--- src/rtl/gate_seq_pkg.sv ---
`timescale 1ns/1ps
package gate_seq_pkg;

  typedef enum logic [2:0] {
    ST_OFF,
    ST_WAIT_LS_OFF,
    ST_DEAD_ON,
    ST_HS_ON,
    ST_WAIT_SW_LOW,
    ST_DEAD_OFF,
    ST_LS_ON
  } gseq_state_e;

  typedef enum logic [1:0] {
    TGT_NONE,
    TGT_HS,
    TGT_LS
  } gseq_tgt_e;

endpackage

--- src/rtl/gate_seq_target.sv ---
`timescale 1ns/1ps
module gate_seq_target
  import gate_seq_pkg::*;
(
  input  logic      pwm_cmd,
  input  logic      tri_off,
  input  logic      supply_ok,
  input  logic      out_dis_n,
  input  logic      skip_n,
  output gseq_tgt_e tgt
);

  logic active;

  assign active = supply_ok & out_dis_n & ~tri_off;

  // Disabled, tri-stated, or low phase in diode emulation: nothing on.
  always_comb begin
    if (!active)      tgt = TGT_NONE;
    else if (pwm_cmd) tgt = TGT_HS;
    else if (skip_n)  tgt = TGT_LS;
    else              tgt = TGT_NONE;
  end

endmodule

--- src/rtl/gate_seq_delay.sv ---
`timescale 1ns/1ps
module gate_seq_delay #(
  parameter int unsigned LIMIT = 2
) (
  input  logic clk,
  input  logic rst_n,
  input  logic run,
  output logic done
);

  localparam int unsigned CW = (LIMIT < 2) ? 1 : $clog2(LIMIT + 1);
  localparam logic [CW-1:0] LAST = CW'(LIMIT - 1);

  logic [CW-1:0] cnt;
  logic [CW-1:0] cnt_nxt;
  logic          cnt_en;

  assign done = run && (cnt == LAST);

  always_comb begin
    cnt_en  = 1'b0;
    cnt_nxt = cnt;
    if (!run) begin
      cnt_en  = (cnt != '0);
      cnt_nxt = '0;
    end else if (!done) begin
      cnt_en  = 1'b1;
      cnt_nxt = cnt + 1'b1;
    end
  end

  always_ff @(posedge clk or negedge rst_n) begin
    if (!rst_n)      cnt <= '0;
    else if (cnt_en) cnt <= cnt_nxt;
  end


  cnt_range_chk: assert property (@(posedge clk) disable iff (!rst_n)
    cnt <= LAST);


  cnt_clear_chk: assert property (@(posedge clk) disable iff (!rst_n)
    !run |=> (cnt == '0));

endmodule

--- src/rtl/gate_seq_fsm.sv ---
`timescale 1ns/1ps
module gate_seq_fsm
  import gate_seq_pkg::*;
(
  input  logic        clk,
  input  logic        rst_n,
  input  gseq_tgt_e   tgt,
  input  logic        ls_gate_low,
  input  logic        sw_node_low,
  input  logic        hs_gate_low,
  input  logic        don_done,
  input  logic        doff_done,
  input  logic        tmo_done,
  output logic        don_run,
  output logic        doff_run,
  output logic        tmo_run,
  output logic        gh_en,
  output logic        gl_en
);

  gseq_state_e st;
  gseq_state_e st_nxt;
  logic        st_en;

  function automatic gseq_state_e head_for(gseq_tgt_e t);
    case (t)
      TGT_HS:  return ST_WAIT_LS_OFF;
      TGT_LS:  return ST_WAIT_SW_LOW;
      default: return ST_OFF;
    endcase
  endfunction

  always_comb begin
    st_nxt = st;
    case (st)
      ST_OFF: st_nxt = head_for(tgt);
      ST_WAIT_LS_OFF: begin
        if (tgt != TGT_HS)    st_nxt = head_for(tgt);
        else if (ls_gate_low) st_nxt = ST_DEAD_ON;
      end
      ST_DEAD_ON: begin
        if (tgt != TGT_HS)    st_nxt = head_for(tgt);
        else if (don_done)    st_nxt = ST_HS_ON;
      end
      ST_HS_ON: begin
        if (tgt != TGT_HS)    st_nxt = head_for(tgt);
      end
      ST_WAIT_SW_LOW: begin
        if (tgt != TGT_LS)    st_nxt = head_for(tgt);
        else if (sw_node_low) st_nxt = ST_DEAD_OFF;
        else if (tmo_done)    st_nxt = ST_LS_ON;
      end
      ST_DEAD_OFF: begin
        if (tgt != TGT_LS)    st_nxt = head_for(tgt);
        else if (doff_done)   st_nxt = ST_LS_ON;
      end
      ST_LS_ON: begin
        if (tgt != TGT_LS)    st_nxt = head_for(tgt);
      end
      default: st_nxt = ST_OFF;
    endcase
  end

  assign st_en = (st_nxt != st);

  always_ff @(posedge clk or negedge rst_n) begin
    if (!rst_n)     st <= ST_OFF;
    else if (st_en) st <= st_nxt;
  end

  assign don_run  = (st == ST_DEAD_ON);
  assign doff_run = (st == ST_DEAD_OFF);
  assign tmo_run  = (st == ST_WAIT_SW_LOW) && hs_gate_low;
  assign gh_en    = (st == ST_HS_ON);
  assign gl_en    = (st == ST_LS_ON);


  ls_wait_hold_chk: assert property (@(posedge clk) disable iff (!rst_n)
    (st == ST_WAIT_LS_OFF && tgt == TGT_HS && !ls_gate_low) |=> (st == ST_WAIT_LS_OFF));


  abandon_chk: assert property (@(posedge clk) disable iff (!rst_n)
    (st == ST_DEAD_ON && tgt != TGT_HS) |=> !gh_en);

endmodule

--- src/rtl/gate_seq.sv ---
`timescale 1ns/1ps
module gate_seq
  import gate_seq_pkg::*;
#(
  parameter int unsigned DEAD_ON_CYC  = 2,
  parameter int unsigned DEAD_OFF_CYC = 3,
  parameter int unsigned TIMEOUT_CYC  = 25
) (
  input  logic clk,
  input  logic rst_n,
  input  logic pwm_cmd,
  input  logic tri_off,
  input  logic supply_ok,
  input  logic out_dis_n,
  input  logic skip_n,
  input  logic ls_gate_low,
  input  logic sw_node_low,
  input  logic hs_gate_low,
  output logic gh_en,
  output logic gl_en
);

  localparam int unsigned SYNC_STAGES = 2;

  logic [SYNC_STAGES-1:0] rst_pipe;
  logic                   rst_s_n;
  gseq_tgt_e              tgt;
  logic                   don_run, doff_run, tmo_run;
  logic                   don_done, doff_done, tmo_done;

  always_ff @(posedge clk or negedge rst_n) begin
    if (!rst_n) rst_pipe <= '0;
    else        rst_pipe <= {rst_pipe[SYNC_STAGES-2:0], 1'b1};
  end
  assign rst_s_n = rst_pipe[SYNC_STAGES-1];

  gate_seq_target u_tgt (
    .pwm_cmd  (pwm_cmd),
    .tri_off  (tri_off),
    .supply_ok(supply_ok),
    .out_dis_n(out_dis_n),
    .skip_n   (skip_n),
    .tgt      (tgt)
  );

  gate_seq_delay #(.LIMIT(DEAD_ON_CYC)) u_dead_on (
    .clk(clk), .rst_n(rst_s_n), .run(don_run), .done(don_done)
  );

  gate_seq_delay #(.LIMIT(DEAD_OFF_CYC)) u_dead_off (
    .clk(clk), .rst_n(rst_s_n), .run(doff_run), .done(doff_done)
  );

  gate_seq_delay #(.LIMIT(TIMEOUT_CYC)) u_timeout (
    .clk(clk), .rst_n(rst_s_n), .run(tmo_run), .done(tmo_done)
  );

  gate_seq_fsm u_fsm (
    .clk        (clk),
    .rst_n      (rst_s_n),
    .tgt        (tgt),
    .ls_gate_low(ls_gate_low),
    .sw_node_low(sw_node_low),
    .hs_gate_low(hs_gate_low),
    .don_done   (don_done),
    .doff_done  (doff_done),
    .tmo_done   (tmo_done),
    .don_run    (don_run),
    .doff_run   (doff_run),
    .tmo_run    (tmo_run),
    .gh_en      (gh_en),
    .gl_en      (gl_en)
  );


  hs_after_ls_chk: assert property (@(posedge clk) disable iff (!rst_s_n)
    $rose(gh_en) |-> !$past(gl_en));


  ls_after_hs_chk: assert property (@(posedge clk) disable iff (!rst_s_n)
    $rose(gl_en) |-> !$past(gh_en));


  disable_off_chk: assert property (@(posedge clk) disable iff (!rst_s_n)
    !(supply_ok && out_dis_n && !tri_off) |=> (!gh_en && !gl_en));


  skip_hold_chk: assert property (@(posedge clk) disable iff (!rst_s_n)
    $rose(gl_en) |-> $past(skip_n));


  hs_cmd_chk: assert property (@(posedge clk) disable iff (!rst_s_n)
    $rose(gh_en) |-> $past(pwm_cmd));

endmodule

--- config.mk ---
export PLATFORM = sky130hd
export DESIGN_NAME = gate_seq
export DESIGN_NICKNAME = d
export VERILOG_FILES = /design/src/rtl/gate_seq_pkg.sv /design/src/rtl/gate_seq_target.sv /design/src/rtl/gate_seq_delay.sv /design/src/rtl/gate_seq_fsm.sv /design/src/rtl/gate_seq.sv
export SDC_FILE = /design/constraint.sdc
export NUM_CORES = 1
export LEC_CHECK = 0
export CAP_MARGIN = 20
export CORE_MARGIN = 3
export CORE_UTILIZATION = 47
export DETAILED_ROUTE_END_ITERATION = 6
export PLACE_DENSITY = 0.82
export SLEW_MARGIN = 15
export SYNTH_ARGS = -nofsm -noshare
export SYNTH_HDL_FRONTEND = slang
export SYNTH_SLANG_ARGS = --single-unit
--- constraint.sdc ---
create_clock -name clk -period 0.8 [get_ports clk]
set_input_delay 0.16 -clock clk [delete_from_list [all_inputs] [get_ports clk]]
set_output_delay 0.16 -clock clk [all_outputs]
set_load 0.02 [all_outputs]
* Yosys cells after proc, flatten, opt, wreduce, memory -nomap -nowiden
Index checks and enable logic that the tools add are counted.
** Word-level totals
- Bits in registers :: 14
- Input bits :: 10
- Output and inout bits :: 2
- Word-level logic and storage cells :: 67
** Cells by class
- $add $sub $neg :: 3
- Eq/ne operators :: 17
- Mux-type cells :: 28
- Bitwise logic cells :: 3
- Reductions and logical operators :: 11
** Operators by type and width (number)
- $mux 3 :: 11
- $pmux 3 s7 :: 1
- $mux 2 :: 7
- $mux 5 :: 2
- $eq 3x3->1 const B :: 3
- $ne 2x2->1 const B :: 4
- $eq 3x2->1 const B :: 2
- $mux 1 :: 6
- $pmux 3 s2 :: 1
- $reduce_and 2->1 :: 3
- $add 5x1->5 const B :: 1
- $eq 5x5->1 const B :: 1
- $reduce_bool 5->1 :: 1
- $add 2x1->2 const B :: 2
- $eq 2x1->1 const B :: 2
- $eq 2x2->1 const B :: 2
- $logic_and 1x1->1 :: 4
- $reduce_bool 2->1 :: 2
- $eq 3x1->1 const B :: 1
- $logic_not 3->1 :: 1
- $ne 3x3->1 :: 1
- $and 1x1->1 :: 2
- $ne 2x1->1 const B :: 1
- $not 1->1 :: 1

* Longest topological paths before layout
- Word-level depth :: 8
- Depth in mapped cells :: 5
- Gate-level depth less buffers :: 5

* Hierarchy
Synthesis repeated with hierarchy kept, for this count alone.
** Second synthesis, totals
- Cells, all modules :: 88
- Area total of the unflattened synthesis :: 905.9 um2
** By module, submodules not included
- gate_seq_delay (u_timeout) :: instances 1, cells each 27, area an instance 287.8 um2, seq. area each 125.1 um2
- gate_seq_fsm :: instances 1, cells each 31, area an instance 285.3 um2, seq. area each 75.1 um2
- gate_seq_delay (u_dead_off ...) :: instances 2, cells each 12, area an instance 126.4 um2, seq. area each 50.0 um2
- gate_seq :: instances 1, cells each 3, area an instance 53.8 um2, seq. area each 50.0 um2
- gate_seq_target :: instances 1, cells each 3, area an instance 26.3 um2, seq. area each 0.0 um2

* Worst setup path after synthesis
Ideal clock, no wire load.
- Kind :: register -> register
- From :: register u_timeout.cnt[0]
- To :: register u_timeout.cnt[0]
- Setup time :: 0.074 ns
- Arrival time :: 1.425 ns
- Data required time :: 0.726 ns
- Path slack :: -0.699 ns
- Cell stages (with the launch flop) :: 6
- Buffers on the path :: 0
- Clock period less this slack :: 1.499 ns
- Cells stage by stage :: dfrtp_1 -> inv_1 -> ha_1 -> or4b_1 -> mux2_4 -> o21ai_2
** On the way
- Longest elaborated chain between the ends :: 5
- Elaborated cells on any way between the ends :: 10
- Those cells by class :: 1 x add/sub; 2 x eq/ne; 4 x mux; 3 x reduce/logical
** Ends and longest elaborated chain
- start: declaration :: RTL line gate_seq_delay.sv:14 : logic [CW-1:0] cnt;
- start signal: assignment :: RTL line gate_seq_delay.sv:34 : else if (cnt_en) cnt <= cnt_nxt;
- parallel branches: the longest is 5 deep, another holds $add 5x1->5
Parallel ways; which one is timed is not known. The select of a mux whose other input is x is not followed.
A chain may end at the register's enable or synchronous reset.

* Final worst setup path
- From :: register u_timeout.cnt[1]
- To :: register u_timeout.cnt[1]
The elaborated chain is that of the path after synthesis.

==> reports/results.ini <==
[timing]
slew_viol_final = 0
min_period_ps = 1610
fin_skew_ps = 1.08
fin_crit_sh = 2.01
clock.fmax_mhz = 622
holdWs_ps = 24.1
setup_viol = 14
hold_viol = 0
fin_ws_ps = -809
rsz0062_at_grt = yes
tns_ps = -7850

[floorplan]
core-area_um2 = 1590
die_w_um = 48.3
row_count = 14
dieArea_um2 = 2340
pin_count = 12
start_util = 0.528
fp.dieH_um = 48.3

[drt]
drtIter0Drc = 19
post_drt_wl_per_cell_um = 20.2
antenna_left = 0
drtPass1Iterations = 4
num_vias = 887
vias_per_cell = 6.03
drcViolationCount = 0
routed_wl_um = 2970

[layout]
fillers = 69
finalNonFillerCells = 147
diodes = 0
area_delta_synth_final_pct = 68.6
final_nets = 141
design_area_um2 = 1420
drive_gt1_frac = 0.472

[place]
gp_congestion = 0.814
io_buffers = 11
place_area_um2 = 1200
hpwl_um = 1540
placed_cells_incl_taps = 138

[clock_network]
ctsHoldBuffers = 0
tritoncts = yes
numCtsBuffers = 3
cts.sinks = 14
cts_max_level = 1
clock_tree.root_cell = clkbuf_4
clkTransAtPathRegs_ps = 80
cts_max_path_buffers = 2
clock_latency_ps = 280

[status]
violations = negative setup slack
outcome = complete, but fails checks

[pwr]
p_leak_nw = 0.603
power.total_mw = 1.68
ir_worst_vdd_mv = 1.40
p_per_area_nw_per_um2 = 1180

[logic_synthesis]
synth_edf_count = 0
yosysTopAreaCellShare = 0.416
synthCells = 82
synthFlopType = dfrtp_1
yosysMostFrequentCell = dfrtp_1
async_flop_share = 1.00
synth_nets = 98
ys_seq_elements = 14
ys_seq_area_frac = 0.416
synthTopCellsByArea = dfrtp_1 42%, ha_1 8.9%, and3b_1 4.2%
synth_warnings = 0
synth_top_area_cell = dfrtp_1
syn_avg_cell_area_um2 = 10.3
synth_cell_type_count = 34
synth_commonest_cells = 14 x dfrtp_1, 8 x inv_1, 6 x ha_1
syn-cell-area_um2 = 842

[grt]
grt_max_degree = 11
antenna_found_initial = 0
grt_pass1_vias = 868
grt_use_total = 0.237
grt-ovfl-total = 0
grt_pass1_wl_um = 4240

[job]
cap_violations = 0

[worst_setup_path]
path_max_fanout = 2
crit_type = reg -> reg
critPathArrivalTime_ps = 1820
end_kind = register
cp-start-kind = register
worstPathRequired_ps = 1010

[worst_hold_path]
hp-class = in -> async

-- through the flow --
stage / utilization / worst slack, ps
finish: 0.891 / -809
global route: 0.891 / -855
CTS: 0.844 / -718
detailed placement: 0.754 / -701
global placement: 0.754 / -651
floorplan: - / -660
-- power breakdown --
part | internal [mW] | switching [mW]
sequential | 0.742 | 0.0301
combinational | 0.266 | 0.231
clock | 0.175 | 0.233
total | 1.18 | 0.494
-- state kept, by name, summed over array words and instances, names as in the netlist --
| register | flops |
|---|---|
| rst_pipe | 2 |
| u_dead_off.cnt | 2 |
| u_timeout.cnt | 5 |
| u_fsm.st | 3 |
| u_dead_on.cnt | 2 |
-- worst max-delay path, stage by stage (launching register included) --
cell,delay (ps)
dfrtp_1,410
inv_2,90
ha_4,140
or4b_1,430
mux2_4,310
o21ai_4,150
-- layout make-up --
| type | instances | area, um2 | area share |
|---|---|---|---|
| sequential | 14 | 350 | 0.247 |
| multi-input combinational | 57 | 603 | 0.425 |
| inverter | 8 | 30.0 | 0.0211 |
| timing repair buffer | 41 | 384 | 0.270 |
| clock buffer | 3 | 22.5 | 0.0159 |
| tap | 24 | 30.0 | 0.0211 |
-- worst paths after layout --
path	start	end	slack, ps	cells past startpoint
min in group clk	rst_pipe[0]	rst_pipe[1]	370	0
max in group asynchronous	rst_pipe[1]	u_timeout.cnt[0]	350	1
hold / removal	rst_n	rst_pipe[1]	20	1
hold reg to reg	rst_pipe[1]	u_dead_off.cnt[0]	70	0
setup reg to reg	u_timeout.cnt[1]	u_timeout.cnt[1]	-810	5
setup / recovery	u_timeout.cnt[1]	u_timeout.cnt[1]	-810	5
-- repair_timing --
item	CTS	global route
setup buffers	5	4
cloned	1	0
gates resized for setup	27	13
setup endpoints to repair	14	14
pin swaps	14	10
-- cells in the final DEF (no fill, tap or decap), drive strengths merged, types with 3 or more instances in the layout --
cell           synthesis  layout
nor2                   3       3
clkbuf                 1       3
inv                    8       8
nand3b                 4       4
nand2                  4       4
dfrtp                 14      14
and3b                  4       4
buf                    2      32
o21ai                  5       5
ha                     6       6
nand3                  4       4
clkdlybuf4s50          0       9
-- cell families after synthesis --
family | Yosys count | share of synthesized area
buffers and inverters | 11 | 0.0520
flip-flops | 14 | 0.416
AO/OA/AOI/OAI | 14 | 0.116
multiplexers | 3 | 0.0416
XOR/XNOR | 2 | 0.0208
adder cells (fa/ha/maj) | 6 | 0.0892
other | 1 | 0.00445
AND/OR/NAND/NOR | 31 | 0.260
-- per-layer routing --
| metal | up-vias | wire, um | GRT usage |
|---|---|---|---|
| met5 | - | 0 | 0 |
| met4 | 0 | 227 | 0.0853 |
| met3 | 28 | 186 | 0.0307 |
| met2 | 54 | 1450 | 0.427 |
| met1 | 426 | 1100 | 0.291 |
| li1 | 379 | - | - |
Power figures use the tool's default switching activity.
